<file path="src/rtl/pxcount_timing_gen.sv">
module pxcount_timing_gen #(
  parameter int HW   = 16,
  parameter int PW   = 32,
  parameter int CNTW = 16,
  parameter int COLW = 24
) (
  input  logic            clk,
  input  logic            rst_n,
  input  logic            cfg_we,
  input  logic [3:0]      cfg_addr,
  input  logic [31:0]     cfg_wdata,
  input  logic [COLW-1:0] pix_i,
  input  logic            pix_valid_i,
  output logic            hsync_o,
  output logic            vsync_o,
  output logic            de_o,
  output logic            win_o,
  output logic [COLW-1:0] pix_o,
  output logic            fetch_o,
  output logic [CNTW-1:0] frame_cnt_o,
  output logic [HW-1:0]   line_cnt_o
);

  localparam logic [3:0] A_EN = 4'd0, A_MODE = 4'd1, A_HCTL = 4'd2, A_FLEN = 4'd3,
                         A_VSL = 4'd4, A_DVS = 4'd5, A_DVE = 4'd6, A_DXC = 4'd7,
                         A_WXC = 4'd8, A_WVS = 4'd9, A_WVE = 4'd10, A_BRD = 4'd11,
                         A_SKW = 4'd12, A_POL = 4'd13, A_FET = 4'd14;

  typedef struct packed {
    logic [2:0]      mode;
    logic [HW-1:0]   hper;
    logic [HW-1:0]   hsw;
    logic [PW-1:0]   flen;
    logic [PW-1:0]   vslen;
    logic [PW-1:0]   dvs;
    logic [PW-1:0]   dve;
    logic [HW-1:0]   dxs;
    logic [HW-1:0]   dxe;
    logic [HW-1:0]   wxs;
    logic [HW-1:0]   wxe;
    logic [PW-1:0]   wvs;
    logic [PW-1:0]   wve;
    logic [COLW-1:0] border;
    logic [HW-1:0]   skew;
    logic [2:0]      pol;
    logic [PW-1:0]   fetch;
  } cfg_t;

  cfg_t pend, act;
  logic en;
  logic [PW-1:0]   pix;
  logic [HW-1:0]   hcnt;
  logic [HW-1:0]   line;
  logic [CNTW-1:0] frames;

  logic wrap, hwrap;
  assign wrap  = en && (pix == act.flen - 1'b1);
  assign hwrap = (hcnt == act.hper - 1'b1);

  always_ff @(posedge clk or negedge rst_n) begin
    if (!rst_n) begin
      pend <= '0;
    end else if (cfg_we) begin
      case (cfg_addr)
        A_MODE: pend.mode   <= cfg_wdata[31:29];
        A_HCTL: begin pend.hper <= cfg_wdata[31:16]; pend.hsw <= cfg_wdata[15:0]; end
        A_FLEN: pend.flen   <= cfg_wdata[PW-1:0];
        A_VSL:  pend.vslen  <= cfg_wdata[PW-1:0];
        A_DVS:  pend.dvs    <= cfg_wdata[PW-1:0];
        A_DVE:  pend.dve    <= cfg_wdata[PW-1:0];
        A_DXC:  begin pend.dxe <= cfg_wdata[31:16]; pend.dxs <= cfg_wdata[15:0]; end
        A_WXC:  begin pend.wxe <= cfg_wdata[31:16]; pend.wxs <= cfg_wdata[15:0]; end
        A_WVS:  pend.wvs    <= cfg_wdata[PW-1:0];
        A_WVE:  pend.wve    <= cfg_wdata[PW-1:0];
        A_BRD:  pend.border <= cfg_wdata[COLW-1:0];
        A_SKW:  pend.skew   <= cfg_wdata[HW-1:0];
        A_POL:  pend.pol    <= cfg_wdata[2:0];
        A_FET:  pend.fetch  <= cfg_wdata[PW-1:0];
        default: ;
      endcase
    end
  end

  always_ff @(posedge clk or negedge rst_n) begin
    if (!rst_n)            act <= '0;
    else if (!en || wrap)  act <= pend;
  end

  always_ff @(posedge clk or negedge rst_n) begin
    if (!rst_n) begin
      en <= 1'b0;
    end else if (cfg_we && cfg_addr == A_EN) begin
      en <= cfg_wdata[0];
    end
  end

  always_ff @(posedge clk or negedge rst_n) begin
    if (!rst_n) begin
      pix <= '0; hcnt <= '0; line <= '0; frames <= '0;
    end else if (!en) begin
      pix <= '0; hcnt <= '0; line <= '0; frames <= '0;
    end else if (wrap) begin
      pix <= '0; hcnt <= '0; line <= '0; frames <= frames + 1'b1;
    end else begin
      pix <= pix + 1'b1;
      if (hwrap) begin
        hcnt <= '0;
        line <= line + 1'b1;
      end else begin
        hcnt <= hcnt + 1'b1;
      end
    end
  end

  logic [PW-1:0] skew_w;
  logic hs_raw, vs_raw, in_dv, in_dh, de_raw, in_wh, in_wv;
  assign skew_w = PW'(act.skew);
  assign hs_raw = en && (hcnt < act.hsw);
  assign vs_raw = en && (pix >= skew_w) && (pix < skew_w + act.vslen);
  assign in_dv  = (pix >= act.dvs) && (pix <= act.dve);
  assign in_dh  = (hcnt >= act.dxs) && (hcnt <= act.dxe);
  assign de_raw = en && in_dv && in_dh;
  assign in_wh  = !act.mode[0] || ((hcnt >= act.wxs) && (hcnt <= act.wxe));
  assign in_wv  = !act.mode[1] || ((pix >= act.wvs) && (pix <= act.wve));

  assign win_o   = de_raw && in_wh && in_wv;
  assign pix_o   = win_o ? (pix_valid_i ? pix_i : '0) : (de_raw ? act.border : '0);
  assign hsync_o = hs_raw ^ act.pol[0];
  assign vsync_o = vs_raw ^ act.pol[1];
  assign de_o    = de_raw ^ act.pol[2];
  assign fetch_o = en && act.mode[2] && (pix == act.fetch);
  assign frame_cnt_o = en ? frames : '0;
  assign line_cnt_o  = en ? line : '0;


  frame_step_chk: assert property (@(posedge clk) disable iff (!rst_n)
    wrap |=> (pix == '0) && (frames == $past(frames) + 1'b1));


  line_step_chk: assert property (@(posedge clk) disable iff (!rst_n)
    (en && !wrap && hwrap) |=> (hcnt == '0) && (line == $past(line) + 1'b1));


  fetch_single_chk: assert property (@(posedge clk) disable iff (!rst_n)
    (fetch_o && !wrap) |=> !fetch_o);


  cfg_hold_chk: assert property (@(posedge clk) disable iff (!rst_n)
    (en && $past(en) && !$past(wrap)) |-> $stable(act));


  start_zero_chk: assert property (@(posedge clk) disable iff (!rst_n)
    $rose(en) |-> (pix == '0) && (hcnt == '0) && (line == '0) && (frames == '0));


  idle_clear_chk: assert property (@(posedge clk) disable iff (!rst_n)
    !en |=> (pix == '0) && (frames == '0) && (line == '0));

endmodule

</file>
<file path="config.mk">
export PLATFORM = sky130hd
export DESIGN_NAME = pxcount_timing_gen
export DESIGN_NICKNAME = d
export VERILOG_FILES = /design/src/rtl/pxcount_timing_gen.sv
export SDC_FILE = /design/constraint.sdc
export NUM_CORES = 1
export LEC_CHECK = 0
export CAP_MARGIN = 15
export CORE_UTILIZATION = 40
export DETAILED_ROUTE_END_ITERATION = 10
export PLACE_DENSITY_LB_ADDON = 0.2
export REMOVE_ABC_BUFFERS = 1
export SLEW_MARGIN = 10
export SYNTH_ARGS = -nofsm -noshare
export SYNTH_HDL_FRONTEND = slang
export SYNTH_SLANG_ARGS = --single-unit
</file>
<file path="constraint.sdc">
create_clock -name clk -period 5.7 [get_ports clk]
set_input_delay 1.14 -clock clk [delete_from_list [all_inputs] [get_ports clk]]
set_output_delay 1.14 -clock clk [all_outputs]
set_load 0.02 [all_outputs]
</file>
=== Word level (Yosys, flattened, before mapping) ===
Cells that the tools add are included.

* Bits in registers: 813
* Bits in latches: 0
* Bits in writable memories: 0
* ROM bits: 0
* Bits of input ports: 64
* Output and inout bits: 61
* Word-level logic and storage cells: 130
* Memories kept: 0

* Add/sub/neg operators: 7
* $mul: 0
* Divide/modulo/power cells: 0
* Order comparisons: 11
* Equal/unequal tests: 19
* Shift operators: 0
* Muxes and demuxes: 15
* Bitwise logic cells: 3
* Reduce and logical (&&, ||, !) cells: 36

{| class="wikitable"
|+ Operator list
! cell !! number
|-
| 2-to-1 mux 16 bit || 10
|-
| 2-to-1 mux 24 bit || 3
|-
| equality test 32 bit || 2
|-
| >= comparator 32 bit || 2
|-
| <= comparator 32 bit || 2
|-
| 2-to-1 mux 32 bit || 2
|-
| adder 16 x 1 -> 16 bit (second input constant) || 3
|-
| adder 16 x 32 -> 32 bit || 1
|-
| adder 32 x 1 -> 32 bit (second input constant) || 1
|-
| >= comparator 16 bit || 2
|-
| >= comparator 32 x 16 -> 1 bit || 1
|-
| <= comparator 16 bit || 2
|-
| less-than comparator 32 bit || 1
|-
| subtractor 32 x 1 -> 32 bit (second input constant) || 1
|-
| equality test 4 bit (second input constant) || 7
|-
| AND reduction 2 bit || 14
|-
| equality test 16 bit || 1
|-
| equality test 4 x 3 -> 1 bit (second input constant) || 4
|-
| less-than comparator 16 bit || 1
|-
| subtractor 16 x 1 -> 16 bit (second input constant) || 1
|-
| logical AND 1 bit || 15
|-
| equality test 4 x 2 -> 1 bit (second input constant) || 2
|-
| equality test 4 x 1 -> 1 bit (second input constant) || 1
|-
| logical NOT 4 bit || 1
|-
| 5 further kinds || 11
|}

=== Logic depth before layout (Yosys ltp) ===
Gate-level depths: netlist of the first run.

* Depth in word-level cells: 7
* Mapped depth: 20
* Mapped depth without buffers: 20

=== Worst setup path after synthesis of the first run ===
Ideal clock, no wire load.

* Path type: reg-to-output
* Start point: reg act[39] (netlist name)
* End point: out vsync_o
* Data arrival time: 3.908 ns
* Data required time: 4.560 ns
* Path slack: 0.652 ns
* Cell stages (with the launch flop): 19
* Path buffers: 0
* Path through: dfrtp_1 ha_1 or2_2 a21oi_1 a2111oi_0 o31ai_1 a211oi_1 o41a_1 nand2_1 xor2_1 ha_1 a21o_1 a21oi_1 o21ai_0 o21a_1 o211ai_1 o211ai_1 nor3_1 xor2_1

* Word-level cells in the longest chain between the ends: 4
* Elaborated cells on any way between the ends: 6
* Classes of those cells: add/sub: 1; order compare: 2; bitwise: 1; reduce/logical: 2

{| class="wikitable"
|+ RTL lines
! item !! line !! text
|-
| start: declaration || 49 || <nowiki>cfg_t pend, act;</nowiki>
|-
| start signal: assignment || 86 || <nowiki>else if (!en || wrap) act <= pend;</nowiki>
|-
| adder 16 x 32 -> 32 bit or >= comparator 32 x 16 -> 1 bit (tied branches) || 119 || <nowiki>assign vs_raw = en && (pix >= skew_w) && (pix < skew_w + act.vslen);</nowiki>
|-
| less-than comparator 32 bit or logical AND 1 bit (tied branches) || 119 ||
|-
| logical AND 1 bit * || 119 ||
|-
| XOR 1 bit * || 129 || <nowiki>assign vsync_o = vs_raw ^ act.pol[1];</nowiki>
|-
| end: declaration || 15 || <nowiki>output logic vsync_o,</nowiki>
|}

Mark *: on every way between the ends. The rest lies on a longest branch, timed or not.

=== Worst setup path after layout of the first run ===
* Start point: reg act[36] (netlist name)
* End point: out vsync_o

Same word-level chain as after synthesis.

==> results of run 1 <==
[placed cells by master (no fill, tap or decap), types with 91 or more instances in the layout]
| cell type | Yosys | routed |
|---|---|---|
| nor2_1 | 113 | 104 |
| mux2_1 | 332 | 332 |
| mux2_2 | 417 | 417 |
| nand2_1 | 124 | 123 |
| xor2_1 | 101 | 101 |
| ha_1 | 276 | 272 |
| clkbuf_16 | 0 | 91 |
| a21oi_1 | 101 | 98 |
| buf_4 | 35 | 102 |
| clkdlybuf4s50_1 | 0 | 101 |
| inv_1 | 242 | 242 |
| dfrtp_1 | 813 | 808 |
[power by group through the flow]
| stage | Clock [mW] | Combinational, mW | Sequential [mW] |
|---|---|---|---|
| finish | 5.96 | 5.61 | 8.54 |
| global route | 6.33 | 6.30 | 8.79 |
| CTS | 6.10 | 5.60 | 8.54 |
| detailed placement | 0 | 5.50 | 8.63 |
| global placement | 0 | 5.41 | 8.58 |
| floorplan | 0 | 4.14 | 8.26 |
[timing repair]
action                     4_1_cts  5_1_grt
resized for setup               15       45
buffers inserted                 2        2
setup endpoints to repair       24       26
hold endpoints to repair         0        0
pin swaps                       13       11
[through the flow]
stage | worst slack, ns | utilization (%) | cells
6_report | -0.442 | 47.1 | 5065
5_1_grt | -0.710 | 47.1 | 5063
4_1_cts | -0.527 | 46.9 | 5060
3_5_place_dp | -0.168 | 43.8 | 4902
3_3_place_gp | -0.158 | 43.8 | 4902
2_1_floorplan | -8.65 | - | 3293
[per-layer routing]
metal  GRT usage (%)  share of wire, %  vias up
met5               0             0.017        -
met4            5.18               2.2        2
met3            3.18               3.5      139
met2            33.0                45      418
met1            30.5                49    13715
li1                -                 -    12595
[final timing paths]
path / startpoint / to / slack [ns] / cells after the start
setup / recovery: act[36]$_DFFE_PN0P_ / vsync_o / -0.44 / 22
hold / removal: rst_n / line[5]$_DFFE_PN0P_ / 0.43 / 1
setup reg to reg: act[303]$_DFFE_PN0P_ / act[55]$_DFFE_PN0P_ / 0.82 / 10
hold reg to reg: pend[38]$_DFFE_PN0P_ / act[38]$_DFFE_PN0P_ / 0.48 / 1
max in group asynchronous: rst_n / act[73]$_DFFE_PN0P_ / 3.94 / 2
min in group clk: pend[38]$_DFFE_PN0P_ / act[38]$_DFFE_PN0P_ / 0.48 / 1
[cell type report]
type / count / share of cell area [%]
inverter: 242 / 1.89
clock buffer: 123 / 5.27
clock inverter: 33 / 0.967
antenna: 2 / 0.0104
multi-input combinational: 2238 / 40.9
sequential: 813 / 42.3
timing repair buffer: 246 / 5.12
tap: 1368 / 3.55
[cell families after synthesis]
kind of cell | synth area share [%]
and+or+nand+nor | 9.30
muxes | 20.6
adders and majority gates | 8.36
buffers and inverters | 4.15
xor gates and xnor gates | 3.61
AOI/OAI and AO/OA | 5.04
DFF | 49.0
[state kept, by name (all words and copies together) (netlist names)]
name / cells
act: 366
pend: 366
pix: 32
frames: 16
hcnt: 16
line: 16
en: 1
==> metrics.log, run 1 <==
INFO  metric worst_slew_pin_slew = around 1.2 ns
INFO  metric post_route_cells_drive_above_1_share = around 21%
INFO  metric die_w = approximately 320 um
INFO  metric number_of_antenna_violations_at_the_first_check_in_global_routing = 6
INFO  metric power.share.clock = about 30%
INFO  metric finalSetupViolCount = 1
INFO  metric clock_latency = 0.67 ns
INFO  metric synth_commonest_cells = 813 x dfrtp_1, 417 x mux2_2, 332 x mux2_1
INFO  metric crit_path_top_delay_cell = o41a_1
INFO  metric wire_per_inst = between 20 and 25 um
INFO  metric synth.avg_cell_area = about 12 um2
INFO  metric synth-edff-count = 0
INFO  metric power_leakage = 22.6 nW
INFO  metric area_delta_synth_final = 16.0%
INFO  metric buffer_ports.inserted = 124
INFO  metric startpoint_type = register
INFO  metric setup_slack = -0.442 ns
INFO  metric multi_input_area = between 15000 and 20000 um2
INFO  metric netSwitchingPower = about 6.5 mW
INFO  metric timing.hold.ws = 0.434 ns
INFO  metric netSwitchingFraction = roughly a third
INFO  metric post-route-drc-count = 0
INFO  metric cp_num_buf_inv = 4
INFO  metric syn-cell-area = approximately 42000 um2
INFO  metric power.share.sequential = between 40% and 50%
INFO  metric clock_tree.htree_level_count = 3
INFO  metric status = finished, violations left
INFO  metric initialDrtViolationCount = between 1500 and 2000
INFO  metric cts.root.buffer_cell = clkbuf_16
INFO  metric max_clock_freq = approximately 0.16 GHz
INFO  metric arrival_time_at_the_worst_endpoint = 5.00 ns
INFO  metric fin_worst_skew = between 0.03 and 0.04 ns
INFO  metric timing.critical_path.required = 4.56 ns
INFO  metric hold_viol = 0
INFO  metric synth_top_cell_area_share = 49.0%
INFO  metric sequential_cell_area = between 20000 and 25000 um2
INFO  metric wirelength = roughly 110000 um
INFO  metric initial_utilization = between 40% and 50%
INFO  metric ys_types = 75
INFO  metric grt_use_total = 21.1%
INFO  metric total_placed_instance_area = around 45000 um2
INFO  metric pin_count = roughly 130
INFO  metric ctsLongestPathBuffers = 3
INFO  metric synth_cells = 3470
INFO  metric min_period = 6.14 ns
INFO  metric drt_first_pass_iters = 5
INFO  metric pwr-share-comb = between 20 and 30%
INFO  metric design_power_total = approximately 20 mW
INFO  metric crit_fanout = 3
INFO  metric grt_max_degree = 133
INFO  metric floorplan.rows = approximately 120
INFO  metric core_area = about 100000 um2
INFO  metric final_antenna_net_count = 0
INFO  metric crit_path_cell_trace = ha_4 > a211o_1 > o211ai_1 > a2111oi_2 > o31ai_1 > buf_4 > a211oi_4 > o41a_1 > nand2_1 > xor2_1 > ha_1 > a21o_1 > a21oi_2 > o21ai_1 > o21a_1 > o211ai_1 > o211ai_1 > nor3_2 > buf_4 > xor2_1 > buf_4 > buf_6
INFO  metric cellPowerDensity = between 400 and 500 nW/um2
INFO  metric type_of_destination_of_the_critical_path = output pin
INFO  metric globalRoute.totalOverflow = 0
INFO  metric post-route-cell-area = about 48000 um2
INFO  metric count_of_final_max_slew_check_failures = 0
INFO  metric clkTransAtPathRegs = around 0.060 ns
INFO  metric hold_path_class = primary input to asynchronous set/reset pin
INFO  metric ctsHoldBuffers = 0
INFO  metric rsz0062_at_grt = true
INFO  metric internal-power = between 10 and 15 mW
INFO  metric detailroute.via_count = roughly 27000
INFO  metric cts_inserted_buffers = approximately 90
INFO  metric tritoncts = yes
INFO  metric max_slew_margin = between 20% and 30%
INFO  metric synth_flop_type = dfrtp_1
INFO  metric timing.final.crit_share = 108%
INFO  metric yosysSeqAreaShare = between 40% and 50%
INFO  metric final_nets = 3973
INFO  metric peakVddDrop = about 240 uV
INFO  metric detailed_place_hpwl = ~75000 um
INFO  metric die_height = ~320 um
INFO  metric yosys-top-cells-area = dfrtp_1 49%, mux2_2 11%, mux2_1 9.0%, ha_1 8.3%, inv_1 2.2%
INFO  metric ys_warn_count = 0
INFO  metric timing.critical_path.max_delay_family = compound AO/OA/AOI/OAI gates
INFO  metric path_class = register to output pin
INFO  metric fp.dieArea = 105000 um2
INFO  metric postSynthRegisterBits = just over 800
INFO  metric fin_tns_setup = -0.442 ns
INFO  metric violations = negative setup slack
INFO  metric via_count_of_the_first_global_routing_pass = 27115
INFO  metric synth_most_common_cell = dfrtp_1
INFO  metric nFillCells = 9350
INFO  metric global_route_wire_length_before_repair = about 170000 um
INFO  metric synth.largest_area_cell = dfrtp_1
INFO  metric drv_cap = 0
INFO  metric synth-async-reset-ratio = 100%
INFO  metric finalWeightedCongestion = about 0.84
INFO  metric cts_sinks = ~810
INFO  metric vias_per_cell = around 5.3
INFO  metric max_stage_delay = between 0.4 and 0.5 ns
No activity file was read; power rests on OpenSTA's default activity.
==> inputs of run 2 (changes only) <==
--- a/config.mk
+++ b/config.mk
@@ -10,6 +10,7 @@
 export DETAILED_ROUTE_END_ITERATION = 10
 export PLACE_DENSITY_LB_ADDON = 0.2
 export REMOVE_ABC_BUFFERS = 1
+export SKIP_CTS_REPAIR_TIMING = 1
 export SLEW_MARGIN = 10
 export SYNTH_ARGS = -nofsm -noshare
 export SYNTH_HDL_FRONTEND = slang
==> constraint.sdc (replaced) <==
create_clock -name clk -period 6.64 [get_ports clk]
set_input_delay 1.328 -clock clk [delete_from_list [all_inputs] [get_ports clk]]
set_output_delay 1.328 -clock clk [all_outputs]
set_load 0.02 [all_outputs]
==> run 2 against run 1 <==
  * The run now ends clean
  * Flip-flop and latch count did not move
  * First-iteration DRC count rose by 11%
  * Clock-buffer cell count is 5 higher
  * Routed wire length increased by 1.1%
  * Via count is 0.19% lower
  * Clock skew rose by 0.0029 ns
  * Non-clock buffer count is 24 lower
  * Sequential share of layout area increased by 0.26 points
  * Hold slack improved by 0.042 ns
  * Combinational power shrank 15%
  * Largest cell class unchanged
  * Core utilization down 0.29 points
==> metrics.log, run 2 (synthesized netlist as in run 1, its figures left out) <==
INFO  metric max_clock_freq = between 0.15 and 0.2 GHz
INFO  metric number_of_antenna_violations_at_the_first_check_in_global_routing = 8
INFO  metric floorplan.rows = 117
INFO  metric wirelength = ~110000 um
INFO  metric clock_tree.htree_level_count = 3
INFO  metric min_period = about 6.4 ns
INFO  metric fp.dieArea = between 100000 and 150000 um2
INFO  metric m1WireLength = between 50000 and 60000 um
INFO  metric initialDrtViolationCount = 1703
INFO  metric buffer_ports.inserted = approximately 120
INFO  metric detailed_place_hpwl = roughly 75000 um
INFO  metric wire_per_inst = 21.6 um
INFO  metric die_height = about 320 um
INFO  metric design_power_total = approximately 17 mW
INFO  metric grt_use_total = a little over a fifth
INFO  metric timing.final.crit_share = between 90% and 100%
INFO  metric status = complete, no violations
INFO  metric drv_cap = 0
INFO  metric power_leakage = 22.0 nW
INFO  metric max_slew_margin = 21.5%
INFO  metric ctsLongestPathBuffers = 3
INFO  metric crit_path_cell_trace = ha_1 > or2_2 > a21oi_2 > a2111oi_2 > o31ai_1 > buf_4 > a211oi_4 > o41a_4 > buf_4 > buf_4 > nand3_1 > xor2_1 > ha_1 > a21o_1 > a221oi_2 > o211ai_1 > nor3_1 > buf_4 > xor2_4 > buf_6
INFO  metric clock_latency = approximately 0.66 ns
INFO  metric final_nets = just under 4000
INFO  metric finalWeightedCongestion = around 0.85
INFO  metric clkTransAtPathRegs = approximately 0.060 ns
INFO  metric sequential_cell_area = about 20000 um2
INFO  metric post-route-drc-count = 0
INFO  metric max_stage_delay = ~0.42 ns
INFO  metric timing.hold.ws = 0.476 ns
INFO  metric crit_path_top_delay_cell = o41a_4
INFO  metric initial_utilization = about two fifths
INFO  metric arrival_time_at_the_worst_endpoint = 5.10 ns
INFO  metric nFillCells = ~9300
INFO  metric area_delta_synth_final = 15.2%
INFO  metric global_route_wire_length_before_repair = between 150000 and 200000 um
INFO  metric layout_top_registers = act: 366 flops, pend: 366 flops, pix: 32 flops
INFO  metric most_used_cell_cp = buf_4
INFO  metric final_antenna_net_count = 0
INFO  metric wire_length_on_met3 = 5460 um
INFO  metric drt_first_pass_iters = 7
INFO  metric cts_sinks = 813
INFO  metric grt_max_degree = roughly 160
INFO  metric timing.critical_path.required = about 5.3 ns
INFO  metric fin_worst_skew = 0.0371 ns
INFO  metric tritoncts = yes
INFO  metric worst_slew_pin_slew = ~1.2 ns
INFO  metric cts_inserted_buffers = a little over 90
INFO  metric path_class = register to output pin
INFO  metric layout.cells.most_common = dfrtp_1
INFO  metric post_route_cells_drive_above_1_share = roughly 20%
INFO  metric core_area = about 100000 um2
INFO  metric cts.root.buffer_cell = clkbuf_16
INFO  metric hold_viol = 0
INFO  metric layout.cells.most_common_list = 811 x dfrtp_1, 417 x mux2_2, 332 x mux2_1, 275 x ha_1, 242 x inv_1
INFO  metric pin_count = roughly 130
INFO  metric met2_wirelength = roughly 49000 um
INFO  metric finalSetupViolCount = 0
INFO  metric route.top_layer_used = met4
INFO  metric crit_fanout = 7
INFO  metric die_w = 324 um
INFO  metric vias_per_cell = roughly 5.3
INFO  metric hold_path_class = register to register
INFO  metric post-route-util = 46.8%
INFO  metric count_of_final_max_slew_check_failures = 0
INFO  metric peakVddDrop = roughly 190 uV
INFO  metric multi_input_area = about 20000 um2
INFO  metric cellPowerDensity = ~360 nW/um2
INFO  metric via_count_of_the_first_global_routing_pass = 26740
INFO  metric detailroute.via_count = roughly 27000
INFO  metric startpoint_type = register
INFO  metric globalRoute.totalOverflow = 0
INFO  metric type_of_destination_of_the_critical_path = output pin
-- run 2: cell types whose count changed in the layout (fill, tap and decap cells not counted), moves of 3 or more --
| cell | delta |
|---|---|
| clkinv_2 | +7 |
| dfrtp_1 | +3 |
| inv_6 | -3 |
| buf_12 | -5 |
| dlymetal6s2s_1 | -20 |
| buf_4 | -20 |
| ha_1 | +3 |
| dfrtp_2 | -3 |
| clkbuf_1 | +4 |
| clkdlybuf4s50_1 | +21 |
-- run 2: layout make-up --
class	instances	share of cell area (%)
tap	1368	3.58
clock inverter	36	0.928
antenna	3	0.0157
inverter	242	1.90
multi-input combinational	2239	41.1
sequential	813	42.5
timing repair buffer	222	4.53
clock buffer	128	5.39
-- run 2: path summary, 6_finish.rpt --
path / start / end / slack (ns) / depth (start not counted)
setup / recovery: act[39]$_DFFE_PN0P_ / vsync_o / 0.21 / 20
hold / removal: pend[346]$_DFFE_PN0P_ / act[346]$_DFFE_PN0P_ / 0.48 / 1
setup reg to reg: act[303]$_DFFE_PN0P_ / act[75]$_DFFE_PN0P_ / 1.66 / 9
hold reg to reg: pend[346]$_DFFE_PN0P_ / act[346]$_DFFE_PN0P_ / 0.48 / 1
max in group asynchronous: rst_n / pix[0]$_DFF_PN0_ / 4.46 / 2
min in group asynchronous: rst_n / line[5]$_DFFE_PN0P_ / 0.68 / 1
-- run 2: power by group --
| group | switching (mW) | total, mW | internal, mW |
|---|---|---|---|
| registers | 0.968 | 7.36 | 6.39 |
| logic | 2.51 | 4.78 | 2.28 |
| clock network | 2.09 | 5.15 | 3.05 |
-- run 2: per-layer routing --
layer,track usage (%),up-vias
li1,-,12571
met1,30.5,13629
met2,32.5,487
met3,3.57,130
met4,5.60,0
met5,0,-
-- run 2: through the flow --
| stage | cell area [um2] | cells | TNS, ns | setup slack (ns) |
|---|---|---|---|---|
| final | 47900 | 5051 | 0 | 0.208 |
| after global routing | 47800 | 5048 | -0.0349 | -0.0349 |
| after CTS | 47700 | 5041 | -0.474 | -0.340 |
| after detailed placement | 44600 | 4877 | 0 | 0.406 |
| after global placement | 44600 | 4877 | 0 | 0.372 |
| after floorplan | 40700 | 3293 | -3114.36 | -7.71 |
-- run 2: critical path: cells and delay by family (launching register included) --
kind	cells	cell delay [ns]
compound gates	8	1.54
buf+inv	5	0.82
fa+ha+maj	2	0.63
simple gates	3	0.62
xor+xnor	2	0.41
flops	1	0.39
==> inputs of run 3 (changes only) <==
--- a/config.mk
+++ b/config.mk
@@ -9,6 +9,7 @@
 export CORE_UTILIZATION = 40
 export DETAILED_ROUTE_END_ITERATION = 10
 export PLACE_DENSITY_LB_ADDON = 0.2
+export RECOVER_POWER = 100
 export REMOVE_ABC_BUFFERS = 1
 export SKIP_CTS_REPAIR_TIMING = 1
 export SLEW_MARGIN = 10
==> run 3 against run 2 <==
  * Sequential power hardly changed
  * Die area stayed put
  * Highest routed layer unchanged
  * Non-clock buffer count stayed put
  * The flow now finishes with violations (max-capacitance violations, max-slew violations)
==> metrics.log, run 3 (synthesized netlist as in run 1, its figures left out) <==
INFO  metric hold_path_startpoint = pend[170]$_DFFE_PN0P_
INFO  metric power.share.clock = 29.8%
INFO  metric path_class = register to output pin
INFO  metric vias_per_cell = 5.30
INFO  metric final_antenna_net_count = 0
INFO  metric initialDrtViolationCount = 1720
INFO  metric globalRoute.totalOverflow = 0
INFO  metric netSwitchingPower = 5.56 mW
INFO  metric grt_use_total = between 20% and 30%
INFO  metric ctsLongestPathBuffers = 3
INFO  metric die_height = 324 um
INFO  metric global_route_wire_length_before_repair = between 150000 and 200000 um
INFO  metric crit_fanout = 25
INFO  metric layout.cells.most_common_list = 812 x dfrtp_1, 416 x mux2_2, 333 x mux2_1, 275 x ha_1, 242 x inv_1
INFO  metric cts_sinks = ~810
INFO  metric via_count_of_the_first_global_routing_pass = between 20000 and 30000
INFO  metric clock_tree.htree_level_count = 3
INFO  metric post-route-drc-count = 0
INFO  metric detailroute.via_count = between 20000 and 30000
INFO  metric layoutNonFillerInstCount = 5051
INFO  metric cts_inserted_buffers = between 90 and 100
INFO  metric detailed_place_hpwl = 74700 um
INFO  metric finalSetupViolCount = 0
INFO  metric grt_max_degree = between 150 and 200
INFO  metric worst_slew_pin_slew = 4.80 ns
INFO  metric max_slew_margin = -220%
INFO  metric internal-power = between 10 and 15 mW
INFO  metric count_of_final_max_slew_check_failures = roughly 660
INFO  metric number_of_antenna_violations_at_the_first_check_in_global_routing = 8
INFO  metric drv_cap = 19
INFO  metric fin_worst_skew = around 0.037 ns
INFO  metric post_route_cells_drive_above_1_share = around 19%
INFO  metric floorplan.rows = 117
INFO  metric peakVddDrop = roughly 190 uV
INFO  metric pwr-share-comb = about 28%
INFO  metric wirelength = between 100000 and 150000 um
INFO  metric post-place-cells = between 4000 and 5000
INFO  metric pin_count = around 130
INFO  metric violations = max-capacitance violations, max-slew violations
INFO  metric die_w = around 320 um
INFO  metric initial_utilization = about two fifths
INFO  metric status = finished, violations left
INFO  metric design_power_total = ~17 mW
INFO  metric wire_per_inst = 21.6 um
INFO  metric cellPowerDensity = approximately 360 nW/um2
INFO  metric hold_viol = 0
INFO  metric timing.final.crit_share = between 90% and 100%
INFO  metric finalWeightedCongestion = ~0.85
INFO  metric final_nets = around 4000
INFO  metric timing.critical_path.required = ~5.3 ns
INFO  metric worstReg2RegStart = act[303]$_DFFE_PN0P_
INFO  metric layout_top_registers = act: 366 flops, pend: 366 flops, pix: 32 flops
INFO  metric buffer_ports.inserted = around 120
INFO  metric arrival_time_at_the_worst_endpoint = between 5 and 6 ns
INFO  metric drt_first_pass_iters = 5
INFO  metric area_delta_synth_final = 14.7%
INFO  metric layout.cells.most_common = dfrtp_1
INFO  metric startpoint_type = register
INFO  metric core_area = 102000 um2
INFO  metric clock_latency = ~0.66 ns
INFO  metric min_period = approximately 6.4 ns
INFO  metric nFillCells = 9356
INFO  metric tritoncts = yes
INFO  metric type_of_destination_of_the_critical_path = output pin
INFO  metric fp.dieArea = around 110000 um2
INFO  metric power_leakage = 22.0 nW
INFO  metric clkTransAtPathRegs = about 0.06 ns
INFO  metric crit_path_start = pix[6]$_DFF_PN0_
INFO  metric hold_path_class = register to register
INFO  metric power.share.sequential = 42.6%
INFO  metric max_clock_freq = approximately 0.16 GHz
INFO  metric netSwitchingFraction = between 30% and 40%
INFO  metric cts.root.buffer_cell = clkbuf_16
==> run 3: cell types whose count changed in the layout (fill, tap and decap cells not counted), moves of 2 or more <==
cell	previous run	this run
and2_0	1	29
and2_1	41	13
buf_12	15	8
buf_4	82	66
clkbuf_1	22	36
clkbuf_2	1	7
clkbuf_4	0	2
clkdlybuf4s50_1	122	101
dlygate4sd3_1	0	21
nor2_1	104	109
nor2_4	7	3
==> run 3: layout make-up <==
type                       count  area, um2  area share [%]
tap                         1368       1710            3.59
timing repair buffer         222       2010            4.21
clock inverter                36        444           0.932
sequential                   813      20300            42.7
antenna                        3       7.51          0.0158
multi-input combinational   2239      19600            41.2
inverter                     242        908            1.91
clock buffer                 128       2580            5.41
==> run 3: worst max-delay path, stage by stage, from the launching register on <==
cell and delay [ns]:
dfrtp_1 0.56, buf_4 0.27, ha_1 0.29, nand4_1 0.11, nor4_1 0.35, buf_4 0.21, a21boi_0 0.16, and3_1 0.26
a32oi_4 0.37, o2111ai_4 0.35, buf_2 0.35, or2_2 0.33, a21oi_1 0.14, dlygate4sd3_1 0.68
==> run 3: final timing paths <==
path	endpoint	slack (ns)	cells past startpoint
setup / recovery	pix_o[9]	0.21	13
hold / removal	act[170]$_DFFE_PN0P_	0.48	1
setup reg to reg	act[212]$_DFFE_PN0P_	0.27	11
hold reg to reg	act[170]$_DFFE_PN0P_	0.48	1
max in group asynchronous	pix[21]$_DFF_PN0_	1.08	2
min in group asynchronous	line[5]$_DFFE_PN0P_	2.59	1
==> run 3: power by group through the flow <==
stage                     Clock, mW  Combinational [mW]  Sequential (mW)
final                          5.15                4.75             7.36
after global routing           5.49                5.34             7.57
after CTS                      5.28                4.72             7.35
after detailed placement          0                4.68             7.43
after global placement            0                4.62             7.39
after floorplan                   0                3.55             7.09
==> run 3: metrics by stage <==
stage | setup WS [ns] | TNS [ns] | hold slack [ns] | instance area, um2 | util [%]
2_1_floorplan | -7.71 | -3114.36 | 0.458 | 40700 | -
3_3_place_gp | 0.372 | 0 | 0.466 | 44600 | 43.6
3_5_place_dp | 0.406 | 0 | 0.472 | 44600 | 43.6
4_1_cts | -0.340 | -0.474 | 0.480 | 47700 | 46.6
5_1_grt | -0.0349 | -0.0349 | 0.493 | 47600 | 46.6
6_report | 0.209 | 0 | 0.478 | 47600 | 46.6
==> run 3: routing by layer <==
layer  routed length, um  up-vias  share of wire [%]  track usage, %
li1                    -    12562                  -               -
met1               52500    13610                 48            30.5
met2               48800      487                 45            32.5
met3                5450      131                5.0            3.57
met4                2530        0                2.3            5.60
met5                   0        -                  0               0
